===== src/rtl/ea_pkg.sv =====
package ea_pkg;
    localparam int OFS_W    = 20;
    localparam int PAGE_W   = 6;
    localparam int WORD_W   = 32;
    localparam int IDX_W    = 3;
    localparam int PAGE_LSB = 16;

    // mode[0]: pointer fetch, mode[1]: add index
    typedef enum logic [1:0] {
        MODE_DIRECT   = 2'b00,
        MODE_INDIRECT = 2'b01,
        MODE_INDEXED  = 2'b10,
        MODE_IDX_IND  = 2'b11
    } ea_mode_e;

    typedef enum logic [0:0] {
        ST_IDLE  = 1'b0,
        ST_FETCH = 1'b1
    } ea_state_e;
endpackage


===== src/rtl/ea_offset_calc.sv =====
module ea_offset_calc #(
    parameter int OFS_W  = 20,
    parameter int WORD_W = 32,
    parameter int IDX_W  = 3
) (
    input  logic [OFS_W-1:0]  addr_field,
    input  logic [IDX_W-1:0]  idx_num,
    input  logic [WORD_W-1:0] idx_value,
    input  logic              use_index,
    output logic [OFS_W-1:0]  offset
);
    logic [OFS_W-1:0] idx_low;
    logic [OFS_W-1:0] idx_eff;

    generate
        if (WORD_W > OFS_W) begin : g_trunc
            logic idx_high_unused;
            assign idx_low         = idx_value[OFS_W-1:0];
            assign idx_high_unused = ^idx_value[WORD_W-1:OFS_W];
        end else if (WORD_W == OFS_W) begin : g_same
            assign idx_low = idx_value;
        end else begin : g_extend
            assign idx_low = {{(OFS_W-WORD_W){1'b0}}, idx_value};
        end
    endgenerate

    // register number zero is hardwired to the constant zero
    always_comb begin
        if (use_index && (idx_num != '0)) begin
            idx_eff = idx_low;
        end else begin
            idx_eff = '0;
        end
    end

    // natural width truncation gives modulo 2^OFS_W wrap
    assign offset = addr_field + idx_eff;
endmodule


===== src/rtl/ea_page_join.sv =====
module ea_page_join #(
    parameter int OFS_W    = 20,
    parameter int PAGE_W   = 6,
    parameter int WORD_W   = 32,
    parameter int PAGE_LSB = 16
) (
    input  logic [WORD_W-1:0]       status_word,
    input  logic [OFS_W-1:0]        offset,
    output logic [PAGE_W-1:0]       page,
    output logic [PAGE_W+OFS_W-1:0] phys
);
    localparam logic [WORD_W-1:0] PAGE_MASK =
        {{(WORD_W-PAGE_W){1'b0}}, {PAGE_W{1'b1}}} << PAGE_LSB;

    logic status_other_unused;

    assign page                = status_word[PAGE_LSB +: PAGE_W];
    assign status_other_unused = ^(status_word & ~PAGE_MASK);
    assign phys                = {page, offset};
endmodule


===== src/rtl/ea_ctrl.sv =====
module ea_ctrl
    import ea_pkg::*;
#(
    parameter int OFS_W  = 20,
    parameter int PAGE_W = 6,
    localparam int PHYS_W = OFS_W + PAGE_W
) (
    input  logic              clk,
    input  logic              rst_n,
    input  logic              start,
    input  logic              fetch_mode,
    input  logic [PHYS_W-1:0] calc_phys,
    input  logic              mem_ack,
    input  logic [OFS_W-1:0]  ptr_offset,
    output logic              mem_req,
    output logic [PHYS_W-1:0] mem_addr,
    output logic              busy,
    output logic              done,
    output logic [PHYS_W-1:0] phys_addr
);
    ea_state_e         st_q, st_nxt;
    logic [PHYS_W-1:0] req_addr_q;
    logic [PHYS_W-1:0] phys_q;
    logic              done_q;

    // state register
    always_ff @(posedge clk) begin
        if (!rst_n) begin
            st_q <= ST_IDLE;
        end else begin
            st_q <= st_nxt;
        end
    end

    // transitions
    always_comb begin
        st_nxt = st_q;
        unique case (st_q)
            ST_IDLE: begin
                if (start && fetch_mode) begin
                    st_nxt = ST_FETCH;
                end
            end
            ST_FETCH: begin
                if (mem_ack) begin
                    st_nxt = ST_IDLE;
                end
            end
            default: st_nxt = ST_IDLE;
        endcase
    end

    // registered outputs and datapath
    always_ff @(posedge clk) begin
        if (!rst_n) begin
            req_addr_q <= '0;
            phys_q     <= '0;
            done_q     <= 1'b0;
        end else begin
            done_q <= 1'b0;
            unique case (st_q)
                ST_IDLE: begin
                    if (start) begin
                        if (fetch_mode) begin
                            req_addr_q <= calc_phys;
                        end else begin
                            phys_q <= calc_phys;
                            done_q <= 1'b1;
                        end
                    end
                end
                ST_FETCH: begin
                    if (mem_ack) begin
                        phys_q <= {req_addr_q[PHYS_W-1:OFS_W], ptr_offset};
                        done_q <= 1'b1;
                    end
                end
                default: ;
            endcase
        end
    end

    assign mem_req   = (st_q == ST_FETCH);
    assign busy      = (st_q != ST_IDLE);
    assign mem_addr  = req_addr_q;
    assign done      = done_q;
    assign phys_addr = phys_q;
endmodule


===== src/rtl/paged_ea_gen.sv =====
module paged_ea_gen
    import ea_pkg::*;
#(
    parameter int OFS_W    = ea_pkg::OFS_W,
    parameter int PAGE_W   = ea_pkg::PAGE_W,
    parameter int WORD_W   = ea_pkg::WORD_W,
    parameter int IDX_W    = ea_pkg::IDX_W,
    parameter int PAGE_LSB = ea_pkg::PAGE_LSB,
    localparam int PHYS_W  = OFS_W + PAGE_W
) (
    input  logic              clk,
    input  logic              rst_n,
    input  logic              start,
    input  logic [1:0]        mode,
    input  logic [OFS_W-1:0]  addr_field,
    input  logic [IDX_W-1:0]  idx_num,
    input  logic [WORD_W-1:0] idx_value,
    input  logic [WORD_W-1:0] status_word,
    output logic              mem_req,
    output logic [PHYS_W-1:0] mem_addr,
    input  logic              mem_ack,
    input  logic [WORD_W-1:0] mem_rdata,
    output logic              busy,
    output logic              done,
    output logic [PHYS_W-1:0] phys_addr
);
    ea_mode_e          mode_e;
    logic              use_index;
    logic              fetch_mode;
    logic [OFS_W-1:0]  offset;
    logic [PAGE_W-1:0] page;
    logic [PHYS_W-1:0] calc_phys;
    logic [OFS_W-1:0]  ptr_offset;

    assign mode_e     = ea_mode_e'(mode);
    assign use_index  = (mode_e == MODE_INDEXED) || (mode_e == MODE_IDX_IND);
    assign fetch_mode = (mode_e == MODE_INDIRECT) || (mode_e == MODE_IDX_IND);

    generate
        if (WORD_W > OFS_W) begin : g_ptr_trunc
            logic ptr_high_unused;
            assign ptr_offset      = mem_rdata[OFS_W-1:0];
            assign ptr_high_unused = ^mem_rdata[WORD_W-1:OFS_W];
        end else begin : g_ptr_ext
            assign ptr_offset = OFS_W'(mem_rdata);
        end
    endgenerate

    ea_offset_calc #(
        .OFS_W (OFS_W),
        .WORD_W(WORD_W),
        .IDX_W (IDX_W)
    ) u_ofs (
        .addr_field(addr_field),
        .idx_num   (idx_num),
        .idx_value (idx_value),
        .use_index (use_index),
        .offset    (offset)
    );

    ea_page_join #(
        .OFS_W   (OFS_W),
        .PAGE_W  (PAGE_W),
        .WORD_W  (WORD_W),
        .PAGE_LSB(PAGE_LSB)
    ) u_join (
        .status_word(status_word),
        .offset     (offset),
        .page       (page),
        .phys       (calc_phys)
    );

    ea_ctrl #(
        .OFS_W (OFS_W),
        .PAGE_W(PAGE_W)
    ) u_ctrl (
        .clk       (clk),
        .rst_n     (rst_n),
        .start     (start),
        .fetch_mode(fetch_mode),
        .calc_phys (calc_phys),
        .mem_ack   (mem_ack),
        .ptr_offset(ptr_offset),
        .mem_req   (mem_req),
        .mem_addr  (mem_addr),
        .busy      (busy),
        .done      (done),
        .phys_addr (phys_addr)
    );
endmodule


===== config.mk =====
export PLATFORM = sky130hd
export DESIGN_NAME = paged_ea_gen
export DESIGN_NICKNAME = d
export VERILOG_FILES = /design/src/rtl/ea_pkg.sv /design/src/rtl/ea_offset_calc.sv /design/src/rtl/ea_page_join.sv /design/src/rtl/ea_ctrl.sv /design/src/rtl/paged_ea_gen.sv
export SDC_FILE = /design/constraint.sdc
export NUM_CORES = 1
export LEC_CHECK = 0
export BUFFER_PORTS_ARGS = -buffer_cell sky130_fd_sc_hd__buf_4
export CAP_MARGIN = 20
export CORE_MARGIN = 2
export CORE_UTILIZATION = 39
export CTS_BUF_LIST = sky130_fd_sc_hd__clkbuf_8
export DETAILED_ROUTE_END_ITERATION = 8
export PLACE_DENSITY = 0.76
export SYNTH_ARGS = -nofsm -noshare
export SYNTH_HDL_FRONTEND = slang
export SYNTH_SLANG_ARGS = --single-unit

===== constraint.sdc =====
create_clock -name clk -period 4.05 [get_ports clk]
set_clock_uncertainty 0.05 [all_clocks]
set_input_delay 0.2025 -clock clk [delete_from_list [all_inputs] [get_ports clk]]
set_output_delay 0.2025 -clock clk [all_outputs]
set_load 0.05 [all_outputs]

==> flow_metrics.tcl, run 1 <==
set metrics [dict create \
    die_x_um 96.7 \
    n_fill_cell 761 \
    start_kind "primary input" \
    synth_cells 413 \
    start_util 0.405 \
    synth_top_area_cell "dfxtp_1" \
    min_period_over_period 0.751 \
    final-max-slew-violation-count 0 \
    setup_viol 0 \
    layout-area-overhead-vs-synth_pct 34.1 \
    dr.pass1.iters 4 \
    wl_um 9370 \
    crit_slowest_cell "o31a_1" \
    holdBufCountCts 0 \
    cts_root_buffer "clkbuf_8" \
    clockBufferDepth 2 \
    status "finished, final reports clean" \
    final_nets 669 \
    cpPeakStageDelay_ps 470 \
    netlist_area_um2 3350 \
    ctsResizeCount 0 \
    drt_iter0_markers 135 \
    ys_seq_area_frac 0.323 \
    drive_gt1_frac 0.282 \
    die_y_um 96.7 \
    grt_setup_unrepaired "false" \
    leakagePower_nw 2.18 \
    synth-edff-count 0 \
    cp_data_arrival_time_ps 3200 \
    cts_buffers 5 \
    antenna_found_initial 0 \
    finalHoldViolations 0 \
    drtAntennaViolNets 0 \
    io_buffers 129 \
    slew_headroom 0.458 \
    synth.ff_latch_count 54 \
    synth_top_area_frac 0.323 \
    path_cells "buf_4 > o31a_1 > and2_1 > ha_1 > fa_1 > a21o_1 > a221oi_2 > o221ai_1 > a21oi_1 > xor2_1 > o21ai_1 > o211a_1" \
    rows 33 \
    grt_start_max_net_pins 67 \
    critPathRequiredTime_ps 4210 \
    gp_congestion 0.846 \
    vias_per_cell 5.36 \
    grt.total_usage 0.194 \
    core-area_um2 8260 \
    grt_pass1_vias 3158 \
    pin_count 180 \
    end_kind "flop" \
    synthFlopType "dfxtp_1" \
    postCtsSetupRepairBufs 0 \
    drc_errors 0 \
    crit_type "primary input to flop" \
    grt-ovfl-total 0 \
    crit_buf_inv 1 \
    async_reset_ff_frac 0 \
    hpwl_um 7200 \
    clk_latency_ps 310 \
    cts.sinks 54 \
    drv_cap 0 \
    grt_first_pass_wirelength_um 15200 \
    worst_slew_pin_slew_ps 813 \
    synthTopCellsByArea "dfxtp_1, nand2_1, ha_1, and2_1, o211a_1" \
    yosysWarnings 0 \
    setup-tns-final_ps 0 \
    cts_tree "yes" \
    avgRoutedWirePerCell_um 14.9 \
    crit_fanout 20 \
    p_per_area_nw_per_um2 344 \
    crit_family "compound AO/OA/AOI/OAI gates" \
    clock.fmax_mhz 329 \
    multi_input_area_um2 2120 \
    irDropWorstVdd_mv 0.153 \
    total_power_mw 1.54 \
    dr_total_vias 3376 \
    die-area_um2 9340 \
    finalCriticalPeriod_ps 3040 \
    avgSynthCellArea_um2 8.11 \
    utilization 0.544 \
    final.setup.worst_slack_ps 1010 \
    path_clk_slew_ps 100 \
    syn-num-nets 558 \
    synth_cell_types 50 \
    ff_latch_area_um2 1080 \
    num_antenna_cells 0 \
    pre_cts_ws_ps 641 \
    hold_path_class "primary input to flop" \
    htreeDepth 2 \
]
## placed cells by master, fill, tap and decap left out, drive strengths merged, types with 4 or more instances in the layout
master    n
a21boi   13
a21o      6
a21oi    31
and2     28
and3      4
buf     132
clkbuf    5
dfxtp    54
ha       19
inv       8
mux2i    10
nand2    66
nand3    22
nand4     6
nor2     11
o211a    17
o211ai    8
o21ai    29
or3       4
xnor2    12
xor2      5
## synth_stat cells, types with 4 or more instances
library cell and number:
a21boi_0 12, a21o_1 5, a21oi_1 29, and2_1 28, clkbuf_1 21, dfxtp_1 54
ha_1 19, inv_1 7, mux2i_1 10, nand2_1 66, nand3_1 22, nand4_1 6
nor2_1 11, o211a_1 17, o211ai_1 8, o21ai_0 24, o21ai_1 4, or3_1 4
xnor2_1 12, xor2_1 5
## flip-flops by register name (all words and copies together), names as in the netlist
register / count
u_ctrl.mem_addr: 26
u_ctrl.phys_addr: 26
u_ctrl.busy: 1
u_ctrl.done: 1
## final cells by class
cell class / instances / area share
Tap cell: 105 / 0.0293
Multi-Input combinational cell: 324 / 0.472
Clock inverter: 3 / 0.00975
Timing Repair Buffer: 132 / 0.227
Sequential cell: 54 / 0.241
Clock buffer: 5 / 0.0153
Inverter: 7 / 0.00585
## power breakdown
part / internal [mW] / switching (mW) / leakage (nW)
clock: 0.185 / 0.179 / 0.0585
combinational: 0.216 / 0.364 / 1.68
sequential: 0.574 / 0.0250 / 0.444
## worst min-delay path: stages
cell and delay (ps):
buf_4 110, nand2_1 40, a21boi_0 60
## final timing paths
path	to	startpoint	slack, ps	cells after the start
setup reg to reg	u_ctrl.phys_addr[11]	u_ctrl.busy	1850	7
hold / removal	u_ctrl.mem_addr[25]	status_word[21]	100	3
setup / recovery	u_ctrl.phys_addr[12]	idx_num[1]	1010	12
hold reg to reg	u_ctrl.mem_addr[3]	u_ctrl.mem_addr[3]	420	2
## cell families after synthesis
family | synth area share
mux | 0.0299
fa+ha+maj | 0.0770
compound gates | 0.253
xor+xnor | 0.0445
simple gates | 0.229
buf+inv | 0.0437
flops | 0.323
## through the flow
step	std cells	hold WS, ps	instance area (µm²)
floorplan	413	297	3350
global placement	620	405	4340
detailed placement	620	410	4340
CTS	628	94.1	4450
global route	630	80.3	4490
finish	630	95.9	4490
## layer usage
| metal | global-route usage | routed length, µm | share of wire | up-vias |
|---|---|---|---|---|
| li1 | - | - | - | 1698 |
| met1 | 0.264 | 4430 | 0.47 | 1570 |
| met2 | 0.323 | 4380 | 0.47 | 102 |
| met3 | 0.0260 | 458 | 0.049 | 6 |
| met4 | 0.0531 | 104 | 0.011 | 0 |
| met5 | 0 | 0 | 0 | - |
No activity file was read; power rests on OpenSTA's default activity.
==> inputs of run 2 (changes only) <==
clock period = 3.18 ns   (was 4.05 ns; I/O delays follow)
==> run 2 against run 1 <==
Total power up 25%. Die area stayed put. Sequential share of layout area down 0.080 points. Final area rose by 0.33%. Non-clock buffer count up 4. Sequential cell count is the same. Sequential power is 27% higher. Core utilization rose by 0.18 points.
==> flow_metrics.tcl, run 2 (same netlist as run 1, synthesis figures left out) <==
set metrics [dict create \
    worst_slew_pin_slew_ps 830 \
    final_nets 673 \
    cts_root_buffer "clkbuf_8" \
    hold_path_class "primary input to flop" \
    vias_per_cell 5.35 \
    postCtsSetupRepairBufs 0 \
    crit_buf_inv 1 \
    critPathRequiredTime_ps 3340 \
    clk_latency_ps 300 \
    htreeDepth 2 \
    start_util 0.405 \
    final_common_cell "buf_4" \
    holdBufCountCts 0 \
    leakagePower_nw 2.19 \
    dr_total_vias 3392 \
    setup_viol 0 \
    rrSetupSlack_ps 1170 \
    min_period_over_period 0.896 \
    grt_start_max_net_pins 67 \
    layout-area-overhead-vs-synth_pct 34.6 \
    setup-tns-final_ps 0 \
    io_buffers 129 \
    gp_congestion 0.867 \
    drt_iter0_markers 173 \
    grt_first_pass_wirelength_um 15300 \
    path_cells "buf_4 > o31a_1 > and2_1 > ha_1 > fa_1 > a21o_1 > a221oi_2 > o221ai_1 > a21oi_1 > xor2_1 > o21ai_1 > o211a_1" \
    die_x_um 96.7 \
    grt_setup_unrepaired "false" \
    cpPeakStageDelay_ps 420 \
    finalCriticalPeriod_ps 2850 \
    drv_cap 0 \
    antenna_found_initial 0 \
    grt.total_usage 0.193 \
    grt_pass1_vias 3236 \
    num_antenna_cells 0 \
    end_kind "flop" \
    hold_path_end "u_ctrl.mem_addr[23]" \
    grt-ovfl-total 0 \
    irDropWorstVdd_mv 0.208 \
    clock.fmax_mhz 351 \
    cts_tree "yes" \
    crit_fanout 11 \
    crit_slowest_cell "a221oi_2" \
    layout_common_cells "buf_4, nand2_1, dfxtp_1, a21oi_1, and2_1" \
    slew_headroom 0.447 \
    die-area_um2 9340 \
    total_power_mw 1.93 \
    reg2reg_depth 5 \
    hpwl_um 7360 \
    pin_count 180 \
    finalHoldViolations 0 \
    cts_buffers 5 \
    rows 33 \
    cp_data_arrival_time_ps 3000 \
    cts.sinks 54 \
    die_y_um 96.7 \
    r2r-start "u_ctrl.busy" \
    status "finished, final reports clean" \
    crit_family "compound AO/OA/AOI/OAI gates" \
    hold_depth 3 \
    drc_errors 0 \
    p_per_area_nw_per_um2 428 \
    drive_gt1_frac 0.287 \
    core-area_um2 8260 \
    start_kind "primary input" \
    ctsResizeCount 0 \
    crit_type "primary input to flop" \
    clockBufferDepth 2 \
    avgRoutedWirePerCell_um 14.8 \
    drtAntennaViolNets 0 \
    dr.pass1.iters 4 \
    wl_um 9400 \
    hold_start "status_word[19]" \
    r2r_end "u_ctrl.mem_addr[13]" \
    path_clk_slew_ps 100 \
    final-max-slew-violation-count 0 \
]
-- run 2: per-stage QoR --
step	util	std cells	instance area, µm²	hold WS, ps	setup slack, ps
floorplan	-	413	3350	254	264
global placement	0.530	625	4370	380	77.4
detailed placement	0.530	625	4370	388	7.12
CTS	0.542	633	4480	54.6	337
global route	0.546	634	4510	70.9	125
finish	0.546	634	4510	59.1	331
-- run 2: power by group --
| group | total, mW | switching, mW | internal, mW |
|---|---|---|---|
| logic | 0.745 | 0.464 | 0.281 |
| clock network | 0.422 | 0.222 | 0.200 |
| registers | 0.763 | 0.0320 | 0.731 |
| total | 1.93 | 0.718 | 1.21 |
-- run 2: worst reg2reg max path, cell delays in order, from the launching register on --
cell and delay (ps):
dfxtp_1 340, inv_1 270, and3_1 770, nand3_1 170, a211o_1 300, nand3_1 60
-- run 2: area by class of cell --
cell class	count	area (µm²)
Clock inverter	1	8.76
Inverter	7	26.3
Multi-Input combinational cell	324	2120
Sequential cell	54	1080
Tap cell	105	131
Clock buffer	7	96.3
Fill cell	824	3750
Timing Repair Buffer	136	1040
-- run 2: per-layer routing --
layer	wire, µm	GRT usage	vias to the layer above
met5	0	0	-
met4	119	0.0553	0
met3	578	0.0260	9
met2	4320	0.322	133
li1	-	-	1706
met1	4380	0.263	1544
-- run 2: worst max-delay path by stage --
stage / from / end / slack (ps) / cells after the start
after global routing: idx_num[1] / u_ctrl.phys_addr[12] / 130 / 12
after global placement: idx_num[1] / u_ctrl.phys_addr[12] / 80 / 12
final: idx_num[1] / u_ctrl.phys_addr[12] / 330 / 12
after detailed placement: idx_num[1] / u_ctrl.phys_addr[12] / 7 / 12
after CTS: idx_num[1] / u_ctrl.phys_addr[12] / 340 / 12
after floorplan: idx_num[1] / u_ctrl.phys_addr[12] / 260 / 13
==> inputs of run 3 (changes only) <==
REMOVE_ABC_BUFFERS = 1   (was unset)
clock period = 2.65 ns   (was 3.18 ns; I/O delays follow)
==> run 3 against run 2 <==
Sequential share of layout area decreased by 1.9 points. Core utilization increased by 4.7 points. Clock power increased by 58%. First-iteration DRC count decreased by 40%. Combinational power increased by 32%. Sequential power increased by 20%. Setup slack got worse by 170 ps.
==> flow_metrics.tcl, run 3 (same netlist as run 1, synthesis figures left out) <==
set metrics [dict create \
    status "finished, final reports clean" \
    drive_gt1_frac 0.349 \
    grt_first_pass_wirelength_um 15900 \
    path_common_cell "buf_4" \
    drv_cap 0 \
    final_nets 715 \
    cpPeakStageDelay_ps 350 \
    dr_total_vias 3532 \
    io_buffers 129 \
    drtAntennaViolNets 0 \
    total_power_mw 2.57 \
    cp_data_arrival_time_ps 2630 \
    clockBufferDepth 2 \
    grt-ovfl-total 0 \
    critPathRequiredTime_ps 2790 \
    path_cells "buf_4 > o31a_1 > and2_1 > ha_2 > fa_2 > a21o_1 > a221oi_2 > buf_4 > o221ai_1 > a21oi_1 > xor2_1 > buf_4 > o21ai_0" \
    path_clk_slew_ps 90 \
    cts_root_buffer "clkbuf_8" \
    die_y_um 96.7 \
    cts_tree "yes" \
    crit_fanout 4 \
    vias_per_cell 5.22 \
    final_common_cell "buf_4" \
    layout-area-overhead-vs-synth_pct 46.1 \
    end_kind "flop" \
    cts.sinks 54 \
    min_period_over_period 0.940 \
    clk_latency_ps 300 \
    layout_common_cells "buf_4, nand2_1, dfxtp_1, a21oi_1, and2_1" \
    dr.pass1.iters 4 \
    hold_path_class "primary input to flop" \
    core-area_um2 8260 \
    start_util 0.405 \
    p_per_area_nw_per_um2 525 \
    holdBufCountCts 0 \
    die-area_um2 9340 \
    final-max-slew-violation-count 0 \
    grt_pass1_vias 3328 \
    grt_start_max_net_pins 67 \
    layout.cells.non_filler 676 \
    clock.fmax_mhz 401 \
    setup_viol 0 \
    die_x_um 96.7 \
    cts_buffers 5 \
    crit_slowest_cell "o31a_1" \
    avgRoutedWirePerCell_um 14.5 \
    antenna_found_initial 0 \
    irDropWorstVdd_mv 0.366 \
    pin_count 180 \
    num_antenna_cells 0 \
    place_inst 667 \
    crit_type "primary input to flop" \
    leakagePower_nw 2.41 \
    drc_errors 0 \
    rows 33 \
    drt_iter0_markers 104 \
    finalCriticalPeriod_ps 2490 \
    start_kind "primary input" \
    slew_headroom 0.526 \
    gp_congestion 0.843 \
    finalHoldViolations 0 \
    htreeDepth 2 \
    grt.total_usage 0.202 \
    worst_slew_pin_slew_ps 709 \
    hpwl_um 7690 \
    wl_um 9830 \
]
-- run 3: area by class of cell --
| cell class | count | area [µm²] |
|---|---|---|
| sequential | 54 | 1080 |
| clock buffer | 6 | 82.6 |
| inverter | 7 | 26.3 |
| fill | 771 | 3370 |
| clock inverter | 2 | 60.1 |
| tap | 105 | 131 |
| multi-input combinational | 324 | 2150 |
| timing repair buffer | 178 | 1360 |
-- run 3: path summary, 6_finish.rpt --
path,from,end,slack (ps),cells past startpoint
min reg2reg,u_ctrl.phys_addr[10],u_ctrl.phys_addr[10],430,2
max,idx_num[2],u_ctrl.mem_addr[12],160,13
min,status_word[17],u_ctrl.mem_addr[21],40,3
max reg2reg,u_ctrl.busy,u_ctrl.mem_addr[6],860,6
-- run 3: per-stage QoR --
step | utilization | TNS [ps] | worst slack (ps) | hold WS (ps) | instance area [µm²]
final | 0.592 | 0 | 159 | 42.0 | 4890
after global routing | 0.592 | -13.0 | -9.79 | 41.8 | 4890
after CTS | 0.588 | 0 | 72.1 | 37.7 | 4860
after detailed placement | 0.571 | -2980 | -258 | 367 | 4710
after global placement | 0.571 | -1620 | -211 | 352 | 4710
after floorplan | - | -14920 | -558 | 204 | 3230
-- run 3: power by group --
part / internal [mW] / switching, mW / leakage, nW
sequential: 0.877 / 0.0391 / 0.444
clock: 0.403 / 0.263 / 0.0714
combinational: 0.414 / 0.573 / 1.90
total: 1.69 / 0.875 / 2.41
-- run 3: worst max-delay path: cells and delay by family --
family	cells	cell delay (ps)
AO/OA/AOI/OAI	6	1110
adder cells (fa/ha/maj)	2	530
buffers and inverters	3	430
AND/OR/NAND/NOR	1	180
XOR/XNOR	1	250
-- run 3: repair_timing --
| action | in CTS | in global routing |
|---|---|---|
| setup endpoints to repair | 0 | 8 |
| setup buffers | 0 | 1 |
| gates resized for setup | 0 | 6 |
-- run 3: layer usage --
metal,routed length [µm],global-route usage,vias to the layer above
li1,-,-,1787
met1,4510,0.274,1625
met2,4710,0.335,112
met3,490,0.0282,8
met4,116,0.0542,0
met5,0,0,-
